[src/rtl/tfr_pkg.sv]
package tfr_pkg;

   typedef enum logic [3:0] {
      ST_IDLE,
      ST_WAIT,
      ST_PRE,
      ST_DELIM,
      ST_LEN,
      ST_BODY,
      ST_FCS_LO,
      ST_FCS_HI,
      ST_TAIL
   } tfr_state_t;

   function automatic logic [15:0] tfr_rev16(input logic [15:0] v);
      logic [15:0] r;
      for (int i = 0; i < 16; i++) r[i] = v[15-i];
      return r;
   endfunction

endpackage

[src/rtl/tfr_crc16.sv]
module tfr_crc16 #(
   parameter logic [15:0] POLY      = 16'h1021,
   parameter logic [15:0] INIT      = 16'h0000,
   parameter bit          LSB_FIRST = 1'b1
) (
   input  logic        clk,
   input  logic        rst_n,
   input  logic        init_i,
   input  logic        en_i,
   input  logic [7:0]  byte_i,
   output logic [15:0] crc_o
);
   import tfr_pkg::*;

   localparam logic [15:0] POLY_REV = tfr_rev16(POLY);

   logic [15:0] crc_q;
   logic [15:0] crc_nxt;

   generate
      if (LSB_FIRST) begin : g_lsb
         always_comb begin
            logic [15:0] c;
            logic        fb;
            c = crc_q;
            for (int i = 0; i < 8; i++) begin
               fb = c[0] ^ byte_i[i];
               c  = c >> 1;
               if (fb) c = c ^ POLY_REV;
            end
            crc_nxt = c;
         end
      end else begin : g_msb
         always_comb begin
            logic [15:0] c;
            logic        fb;
            c = crc_q;
            for (int i = 7; i >= 0; i--) begin
               fb = c[15] ^ byte_i[i];
               c  = c << 1;
               if (fb) c = c ^ POLY;
            end
            crc_nxt = c;
         end
      end
   endgenerate

   always_ff @(posedge clk or negedge rst_n) begin
      if (!rst_n)      crc_q <= INIT;
      else if (init_i) crc_q <= INIT;
      else if (en_i)   crc_q <= crc_nxt;
   end

   assign crc_o = crc_q;

endmodule

[src/rtl/tfr_nib_ser.sv]
module tfr_nib_ser #(
   parameter bit LOW_FIRST = 1'b1
) (
   input  logic       clk,
   input  logic       rst_n,
   input  logic       load_i,
   input  logic       next_i,
   input  logic [7:0] byte_i,
   output logic [3:0] sym_o,
   output logic       valid_o
);
   logic [3:0] first_nib;
   logic [3:0] second_nib;
   logic [3:0] held_q;

   generate
      if (LOW_FIRST) begin : g_low
         assign first_nib  = byte_i[3:0];
         assign second_nib = byte_i[7:4];
      end else begin : g_high
         assign first_nib  = byte_i[7:4];
         assign second_nib = byte_i[3:0];
      end
   endgenerate

   always_ff @(posedge clk or negedge rst_n) begin
      if (!rst_n) begin
         sym_o   <= '0;
         held_q  <= '0;
         valid_o <= 1'b0;
      end else if (load_i) begin
         sym_o   <= first_nib;
         held_q  <= second_nib;
         valid_o <= 1'b1;
      end else if (next_i) begin
         sym_o   <= held_q;
         valid_o <= 1'b1;
      end else begin
         valid_o <= 1'b0;
      end
   end

endmodule

[src/rtl/tfr_tx_framer.sv]
module tfr_tx_framer #(
   parameter int          START_DELAY   = 12,
   parameter int          PRE_BYTES     = 4,
   parameter logic [7:0]  DELIM_BYTE    = 8'hA7,
   parameter int          LEN_BITS      = 7,
   parameter logic [15:0] CRC_POLY      = 16'h1021,
   parameter logic [15:0] CRC_INIT      = 16'h0000,
   parameter bit          CRC_LSB_FIRST = 1'b1,
   parameter bit          NIB_LOW_FIRST = 1'b1
) (
   input  logic       clk,
   input  logic       rst_n,
   input  logic       start_i,
   input  logic       clr_i,
   input  logic       sym_tick_i,
   input  logic [7:0] fifo_data_i,
   input  logic       fifo_empty_i,
   output logic       fifo_rd_o,
   output logic [3:0] sym_o,
   output logic       sym_valid_o,
   output logic       sfd_o,
   output logic       underflow_o
);
   import tfr_pkg::*;

   localparam int FCS_BYTES = 2;
   localparam int M1        = (START_DELAY > PRE_BYTES) ? START_DELAY : PRE_BYTES;
   localparam int M2        = (M1 > (1 << LEN_BITS)) ? M1 : (1 << LEN_BITS);
   localparam int CNT_W     = $clog2(M2 + 1);

   generate
      if (START_DELAY < 1) begin : g_bad_delay
         $error("START_DELAY must be at least 1");
      end
      if (PRE_BYTES < 1) begin : g_bad_pre
         $error("PRE_BYTES must be at least 1");
      end
      if (LEN_BITS < 2 || LEN_BITS > 8) begin : g_bad_len
         $error("LEN_BITS must lie in 2..8");
      end
   endgenerate

   tfr_state_t         state_q;
   logic [CNT_W-1:0]   cnt_q;
   logic               half_q;
   logic               sfd_q;
   logic               unf_q;

   logic               in_frame;
   logic               fetch_st;
   logic               need_byte;
   logic               starve;
   logic               ld_byte;
   logic               nx_nib;
   logic               start_ok;
   logic [7:0]         tx_byte;
   logic [15:0]        crc_val;
   logic [LEN_BITS-1:0] len_field;
   logic [CNT_W-1:0]   body_cnt;

   always_comb begin
      in_frame  = (state_q == ST_PRE)    || (state_q == ST_DELIM) ||
                  (state_q == ST_LEN)    || (state_q == ST_BODY)  ||
                  (state_q == ST_FCS_LO) || (state_q == ST_FCS_HI);
      fetch_st  = (state_q == ST_LEN) || (state_q == ST_BODY);
      need_byte = sym_tick_i && !half_q && fetch_st;
      starve    = need_byte && fifo_empty_i;
      fifo_rd_o = need_byte && !fifo_empty_i;
      ld_byte   = sym_tick_i && in_frame && !half_q && !starve;
      nx_nib    = sym_tick_i && in_frame && half_q;
      start_ok  = start_i && (state_q == ST_IDLE);
      len_field = fifo_data_i[LEN_BITS-1:0];
      if (len_field < LEN_BITS'(FCS_BYTES)) body_cnt = '0;
      else body_cnt = CNT_W'(len_field) - CNT_W'(FCS_BYTES);
      case (state_q)
         ST_DELIM:  tx_byte = DELIM_BYTE;
         ST_LEN,
         ST_BODY:   tx_byte = fifo_data_i;
         ST_FCS_LO: tx_byte = crc_val[7:0];
         ST_FCS_HI: tx_byte = crc_val[15:8];
         default:   tx_byte = 8'h00;
      endcase
   end

   always_ff @(posedge clk or negedge rst_n) begin
      if (!rst_n) begin
         state_q <= ST_IDLE;
         cnt_q   <= '0;
         half_q  <= 1'b0;
         sfd_q   <= 1'b0;
         unf_q   <= 1'b0;
      end else begin
         if (starve)     unf_q <= 1'b1;
         else if (clr_i) unf_q <= 1'b0;

         case (state_q)
            ST_IDLE: begin
               if (start_ok) begin
                  state_q <= ST_WAIT;
                  cnt_q   <= CNT_W'(START_DELAY);
                  half_q  <= 1'b0;
               end
            end
            ST_WAIT: begin
               if (sym_tick_i) begin
                  if (cnt_q == CNT_W'(1)) begin
                     state_q <= ST_PRE;
                     cnt_q   <= CNT_W'(PRE_BYTES);
                  end else begin
                     cnt_q <= cnt_q - CNT_W'(1);
                  end
               end
            end
            ST_TAIL: begin
               if (sym_tick_i) begin
                  sfd_q   <= 1'b0;
                  state_q <= ST_IDLE;
               end
            end
            default: begin
               if (sym_tick_i && !half_q) begin
                  if (starve) begin
                     state_q <= ST_IDLE;
                     sfd_q   <= 1'b0;
                  end else begin
                     half_q <= 1'b1;
                     if (state_q == ST_LEN) begin
                        cnt_q <= body_cnt;
                        sfd_q <= 1'b1;
                     end
                  end
               end else if (sym_tick_i) begin
                  half_q <= 1'b0;
                  case (state_q)
                     ST_PRE: begin
                        if (cnt_q == CNT_W'(1)) state_q <= ST_DELIM;
                        else cnt_q <= cnt_q - CNT_W'(1);
                     end
                     ST_DELIM: state_q <= ST_LEN;
                     ST_LEN: begin
                        if (cnt_q == '0) state_q <= ST_FCS_LO;
                        else state_q <= ST_BODY;
                     end
                     ST_BODY: begin
                        if (cnt_q == CNT_W'(1)) state_q <= ST_FCS_LO;
                        else cnt_q <= cnt_q - CNT_W'(1);
                     end
                     ST_FCS_LO: state_q <= ST_FCS_HI;
                     ST_FCS_HI: state_q <= ST_TAIL;
                     default:   state_q <= ST_IDLE;
                  endcase
               end
            end
         endcase
      end
   end

   tfr_crc16 #(
      .POLY      (CRC_POLY),
      .INIT      (CRC_INIT),
      .LSB_FIRST (CRC_LSB_FIRST)
   ) u_crc (
      .clk    (clk),
      .rst_n  (rst_n),
      .init_i (start_ok),
      .en_i   (fifo_rd_o && (state_q == ST_BODY)),
      .byte_i (fifo_data_i),
      .crc_o  (crc_val)
   );

   tfr_nib_ser #(
      .LOW_FIRST (NIB_LOW_FIRST)
   ) u_ser (
      .clk     (clk),
      .rst_n   (rst_n),
      .load_i  (ld_byte),
      .next_i  (nx_nib),
      .byte_i  (tx_byte),
      .sym_o   (sym_o),
      .valid_o (sym_valid_o)
   );

   assign sfd_o       = sfd_q;
   assign underflow_o = unf_q;

endmodule

[config.mk]
export PLATFORM = sky130hd
export DESIGN_NAME = tfr_tx_framer
export DESIGN_NICKNAME = d
export VERILOG_FILES = /design/src/rtl/tfr_pkg.sv /design/src/rtl/tfr_crc16.sv /design/src/rtl/tfr_nib_ser.sv /design/src/rtl/tfr_tx_framer.sv
export SDC_FILE = /design/constraint.sdc
export NUM_CORES = 1
export LEC_CHECK = 0
export BUFFER_PORTS_ARGS = -buffer_cell sky130_fd_sc_hd__buf_2
export CAP_MARGIN = 10
export CORE_MARGIN = 2
export CORE_UTILIZATION = 45
export CTS_BUF_LIST = sky130_fd_sc_hd__clkbuf_16
export DETAILED_ROUTE_END_ITERATION = 12
export HOLD_SLACK_MARGIN = 0.06
export PLACE_DENSITY_LB_ADDON = 0.15
export SLEW_MARGIN = 20
export SYNTH_ARGS = -nofsm -noshare
export SYNTH_HDL_FRONTEND = slang
export SYNTH_SLANG_ARGS = --single-unit
[constraint.sdc]
create_clock -name clk -period 3.6 [get_ports clk]
set_input_delay 0.54 -clock clk [delete_from_list [all_inputs] [get_ports clk]]
set_output_delay 0.54 -clock clk [all_outputs]
set_load 0.01 [all_outputs]
# Word-level counts from Yosys, hierarchy flattened
# Cells that the tools add are included.
dict set report totals {
  ff_bits 40
  inputBits 14
}
dict set report classes {
  add_sub_neg 2
  n_lt_le_gt_ge 1
  n_eq_ne 20
  mux 49
  bitwise_logic 19
  reduce_logical 36
}
# operator count
set ops {}
lappend ops {{$mux W16} 10}
lappend ops {{$mux W8} 10}
lappend ops {{$mux W4} 11}
lappend ops {{$pmux W8 S4} 1}
lappend ops {{$not A2 Y3} 8}
lappend ops {{$pmux W4 S6} 1}
lappend ops {{$pmux W8 S3} 1}
lappend ops {{$eq A4 B3 Y1 const B} 4}
lappend ops {{$reduce_and A8 Y1} 2}
lappend ops {{$pmux W4 S3} 1}
lappend ops {{$mux W1} 11}
lappend ops {{$logic_and A1 B1 Y1} 10}
lappend ops {{$ne A5 B1 Y1 const B} 2}
lappend ops {{$eq A4 B2 Y1 const B} 2}
lappend ops {{$eq A8 B1 Y1 const B} 1}
lappend ops {{$logic_not A8 Y1} 1}
lappend ops {{$ne A2 B2 Y1 const B} 4}
lappend ops {{$ne A4 B2 Y1 const B} 2}
lappend ops {{$reduce_and A4 Y1} 2}
lappend ops {{$reduce_bool A2 Y1} 4}
lappend ops {{$reduce_or A2 Y1} 4}
lappend ops {{$sub A7 B2 Y8 const B} 1}
lappend ops {{$sub A8 B1 Y8 const B} 1}
lappend ops {{$xor A1 B1 Y1} 8}
lappend ops {{14 further kinds} 25}

# Longest topological paths before layout
dict set report logic_depth {
  ltp_word 18
  depth_mapped 8
  ltp_nobuf 7
}

# Cells and area by module
# Synthesis repeated with hierarchy kept, for this count alone.
dict set report unflattened {
  cells_unflattened 317
  hier_area_um2 3016.6
}
# module n_inst cells_per_inst area_per_inst_um2 seq_area_each_um2
set by_module_without_submodules {}
lappend by_module_without_submodules {tfr_tx_framer 1 210 1594.0 375.4}
lappend by_module_without_submodules {tfr_crc16 1 79 1048.5 400.4}
lappend by_module_without_submodules {tfr_nib_ser 1 28 374.1 225.2}

# Worst setup path after synthesis
# Ideal clock, no wire load.
dict set report synth_timing {
  path_kind {reg-to-reg}
  from {register cnt_q[1]}
  to {register cnt_q[1]}
  t_arrival_ns 1.821
  path_slack_ns 1.654
  stages_incl_launch_ff 8
  synth_period_minus_slack_ns 1.946
  cell_sequence {dfrtp_1 inv_1 ha_1 nor3b_1 nand2_1 a22o_1 a22o_1 mux2_2}
}
dict set report synth_between {
  elab_chain_cells 6
  elab_cells_between_ends 11
}
# item line
set synth_rtl {}
lappend synth_rtl {{from (decl)} tfr_tx_framer.sv:44} ;# logic [CNT_W-1:0] cnt_q;
lappend synth_rtl {{from (signal assigned)} tfr_tx_framer.sv:100} ;# cnt_q <= CNT_W'(START_DELAY);
lappend synth_rtl {{from (signal assigned)} tfr_tx_framer.sv:108} ;# cnt_q <= CNT_W'(PRE_BYTES);
lappend synth_rtl {{from (signal assigned)} tfr_tx_framer.sv:110} ;# cnt_q <= cnt_q - CNT_W'(1);
lappend synth_rtl {{$sub A8 B1 Y8} {tfr_tx_framer.sv:110, tfr_tx_framer.sv:137, tfr_tx_framer.sv:146}}
lappend synth_rtl {{$mux W8} {tfr_tx_framer.sv:136, tfr_tx_framer.sv:145}}
lappend synth_rtl {{$mux W8} -}
lappend synth_rtl {{$mux W8} tfr_tx_framer.sv:132} ;# end else if (sym_tick_i) begin
lappend synth_rtl {{$mux W8} tfr_tx_framer.sv:121} ;# if (sym_tick_i && !half_q) begin
lappend synth_rtl {{$pmux W8 S3} tfr_tx_framer.sv:96} ;# case (state_q)
# Several ways; a longest one is shown, not always the timed one. The select of a mux whose other input is x is not followed.
# A chain may end at the register's enable or synchronous reset.

# Worst setup path after layout
dict set report layout_timing {
  from {register state_q[1]}
  to {register u_crc.crc_q[13], in the netlist u_crc.crc_o[13]}
}
dict set report layout_between {
  elab_chain_cells 6
  elab_cells_between_ends 10
}
# item line
set layout_rtl {}
lappend layout_rtl {{from (decl)} tfr_tx_framer.sv:43} ;# tfr_state_t state_q;
lappend layout_rtl {{from (signal assigned)} tfr_tx_framer.sv:87} ;# state_q <= ST_IDLE;
lappend layout_rtl {{from (signal assigned)} tfr_tx_framer.sv:99} ;# state_q <= ST_WAIT;
lappend layout_rtl {{from (signal assigned)} tfr_tx_framer.sv:107} ;# state_q <= ST_PRE;
lappend layout_rtl {{$eq A4 B3 Y1 (on tied branches)} {tfr_tx_framer.sv:65, tfr_tx_framer.sv:166}}
lappend layout_rtl {{$logic_or A1 B1 Y1} tfr_tx_framer.sv:65} ;# fetch_st = (state_q == ST_LEN) || (state_q == ST_BODY);
lappend layout_rtl {{$logic_and A1 B1 Y1} tfr_tx_framer.sv:66} ;# need_byte = sym_tick_i && !half_q && fetch_st;
lappend layout_rtl {{$logic_and A1 B1 Y1} tfr_tx_framer.sv:68} ;# fifo_rd_o = need_byte && !fifo_empty_i;
lappend layout_rtl {{$logic_and A1 B1 Y1} tfr_tx_framer.sv:166} ;# .en_i (fifo_rd_o && (state_q == ST_BODY)),
lappend layout_rtl {{$reduce_bool A2 Y1 (no source line)} -}
lappend layout_rtl {{to (signal assigned)} tfr_crc16.sv:51} ;# else if (en_i) crc_q <= crc_nxt;
lappend layout_rtl {{to (decl)} tfr_crc16.sv:17} ;# logic [15:0] crc_q;
# Several ways; a longest one is shown, not always the timed one.

==> metrics.txt <==
status finished, final reports clean; clock latency on the worst-skew pair 290 ps; worst slew pin tran 921 ps; minimum clock period 2460 ps; TritonCTS clock tree built; Port Buffers 21; P_sw 1.14 mW; Critical Path End Type register; hold_buf cts 0; Gate Count Post-Synth 292; mean post-synth cell area 9.30 um2; cell leakage power 1.35 nW; fmax 407 MHz; Worst VDD drop 0.396 mV; Power Density 882 nW/um2; initial antenna violation count 0; syn nets 310; Final setup viols 0; # placed instances 375; register bit count reported by yosys 40; Finished Cell Area 3000 um2; Sink Count 40; area grow syn2layout 10.6%; clk root buf clkbuf_16; post-synth top area share 36.9%; final hold violation count 0; number of global-route vias before repair 2126; Die Wd 81.7 um; Worst Path Arrival 2630 ps; Int Pwr 1.50 mW; WS Path Type register to register; fin crit share 68.3%; Switching Share 43.2%; DR iter-0 viols 142; total of max-cap violations 0; Initial Util 46.1%; post-place instance area 2830 um2; Primary FF master, synth dfrtp_1; Seq pwr share 29.0%; CTS clk-pin slew, worst paths 60 ps; gr ovfl total 0; top cells by area, synth dfrtp_1 37%, a22o_1 7.4%, xor2_1 4.5%, nand2_1 4.3%, xnor2_1 4.2%; via count 2315; RR Endpoint u_crc.crc_o[13]$_DFFE_PN0P_; chip height 81.7 um; DRT Pass-1 Iters 4; GP Congestion 0.890; cell taking the most area after synthesis dfrtp_1; Non-Filler Instances 383; share of cells above drive strength 1 14.9%; total track usage 21.8%; CP Launch Type register; combinational power share 51.3%; ANT nets after route 0; WL per Instance 17.6 um; r2r setup slk 1140 ps; utilization after layout 51.0%; synthesized cell area 2720 um2; commonest cells in the netlist 40 x dfrtp_1, 31 x nand2_1, 24 x nor2_1, 23 x a22o_1; post-cts gate resize count 0; Distinct cells, synth 58; clock power share 19.7%; Synth Warn # 0; row cnt 28; H-tree levels 2; register area share after synthesis 36.9%; r2r startpoint state_q[1]$_DFFE_PN0P_; largest net degree at the start of global routing 41; Final Skew 1.66 ps; RSZ-0062 raised after global routing false; number of flops mapped to enable cells by yosys 0; CTS Buf Count 5; setup bufs post-CTS 0; Detailed Place HPWL 4860 um; Pins Over Slew Limit 0; TNS Setup 0 ps; crit-path max FO 16; Synth async-reset ratio 100%; FF-to-FF path depth 5; count leader, synth dfrtp_1; Layout fillers 572; ANT cells 0; headroom to the max-slew limit 38.6%; DR DRC count 0; fin nets 325; Avg Vias per Cell 6.04; core area 5890 um2; drt total wl 6740 um; Hold Path Class input pin to asynchronous set/reset pin; Critical Path RT 3780 ps; # IOs 22; Die ar. 6670 um2; first-pass GRT wire length 11000 um; CTS Buffer Depth 2
## kinds of logic (layout without fill, tap and decap cells)
kind of cell    after synthesis  count (layout)  synth area share [%]
simple gates                 95              95                  18.7
compound gates               91              91                  24.9
flops                        40              40                  36.9
xor+xnor                     27              27                  8.71
buf+inv                      26              42                  5.21
mux                           9               9                  3.78
fa+ha+maj                     4               4                  1.84
## registers in the layout, indices dropped and copies added (netlist names)
name	flops
sfd_o	1
u_ser.valid_o	1
underflow_o	1
cnt_q	8
u_crc.crc_o	16
half_q	1
u_ser.held_q	4
u_ser.sym_o	4
state_q	4
## critical path, cell delays in order, from the launching register on
cell     delay, ps
dfrtp_1        380
nor2b_1        520
nor4b_4        350
and2_1         520
a21oi_2        260
a22o_1         310
## layout by cell type (no fill, tap or decap), types with 4 or more instances in the layout
cell type  Yosys  routed
nor2b_1        5       5
nor4_1         4       4
dfrtp_1       40      40
o211ai_1       5       5
mux2i_1        5       5
a22o_1        23      23
a211oi_1       4       4
xnor2_1       13      13
nor3_1         6       6
buf_2          8      21
ha_1           4       4
a22oi_1        7       7
a21oi_1        9       9
xor2_1        14      14
clkbuf_16      0       5
inv_1         10      10
nand2_1       31      31
o21ai_0       14      14
a31oi_1        6       6
nor2_1        24      24
## through the flow
stage | power, mW | worst slack, ps | hold slack [ps]
floorplan | 1.83 | 1650 | 244
global placement | 2.11 | 1160 | 464
detailed placement | 2.12 | 1180 | 476
CTS | 2.65 | 1140 | 428
global route | 2.86 | 1000 | 463
finish | 2.65 | 1140 | 385
## per-layer routing
metal,track usage [%],vias to the layer above,part of all wire (%)
met2,33.6,66,44
li1,-,1109,-
met1,31.1,1126,49
met3,2.97,14,4.7
met5,0,-,0
met4,7.83,0,2.0
## how the worst max path moves through the flow
stage,start,to,slack (ps),depth (start not counted)
after floorplan,cnt_q[1]$_DFFE_PN0P_,cnt_q[1]$_DFFE_PN0P_,1650,7
after global placement,state_q[1]$_DFFE_PN0P_,u_crc.crc_o[5]$_DFFE_PN0P_,1160,5
after detailed placement,state_q[1]$_DFFE_PN0P_,u_crc.crc_o[13]$_DFFE_PN0P_,1180,5
after CTS,state_q[1]$_DFFE_PN0P_,u_crc.crc_o[6]$_DFFE_PN0P_,1140,5
after global routing,state_q[2]$_DFFE_PN0P_,u_crc.crc_o[14]$_DFFE_PN0P_,1000,5
final,state_q[1]$_DFFE_PN0P_,u_crc.crc_o[13]$_DFFE_PN0P_,1140,5
## layout make-up
cell class	count	area, um2	area share, %
inverters	10	37.5	1.25
clock buffers	5	125	4.16
clock inverters	3	46.3	1.54
multi-input cells	226	1570	52.4
well taps	75	93.8	3.12
flip-flops and latches	40	1000	33.3
repair buffers	24	128	4.25
## power by group through the flow
stage | registers [mW] | clock network [mW] | logic [mW]
final | 0.768 | 0.522 | 1.36
after global routing | 0.790 | 0.547 | 1.52
after detailed placement | 0.774 | 0 | 1.34
after global placement | 0.770 | 0 | 1.34
after CTS | 0.766 | 0.530 | 1.35
after floorplan | 0.735 | 0 | 1.09
No activity file was read; power rests on OpenSTA's default activity.
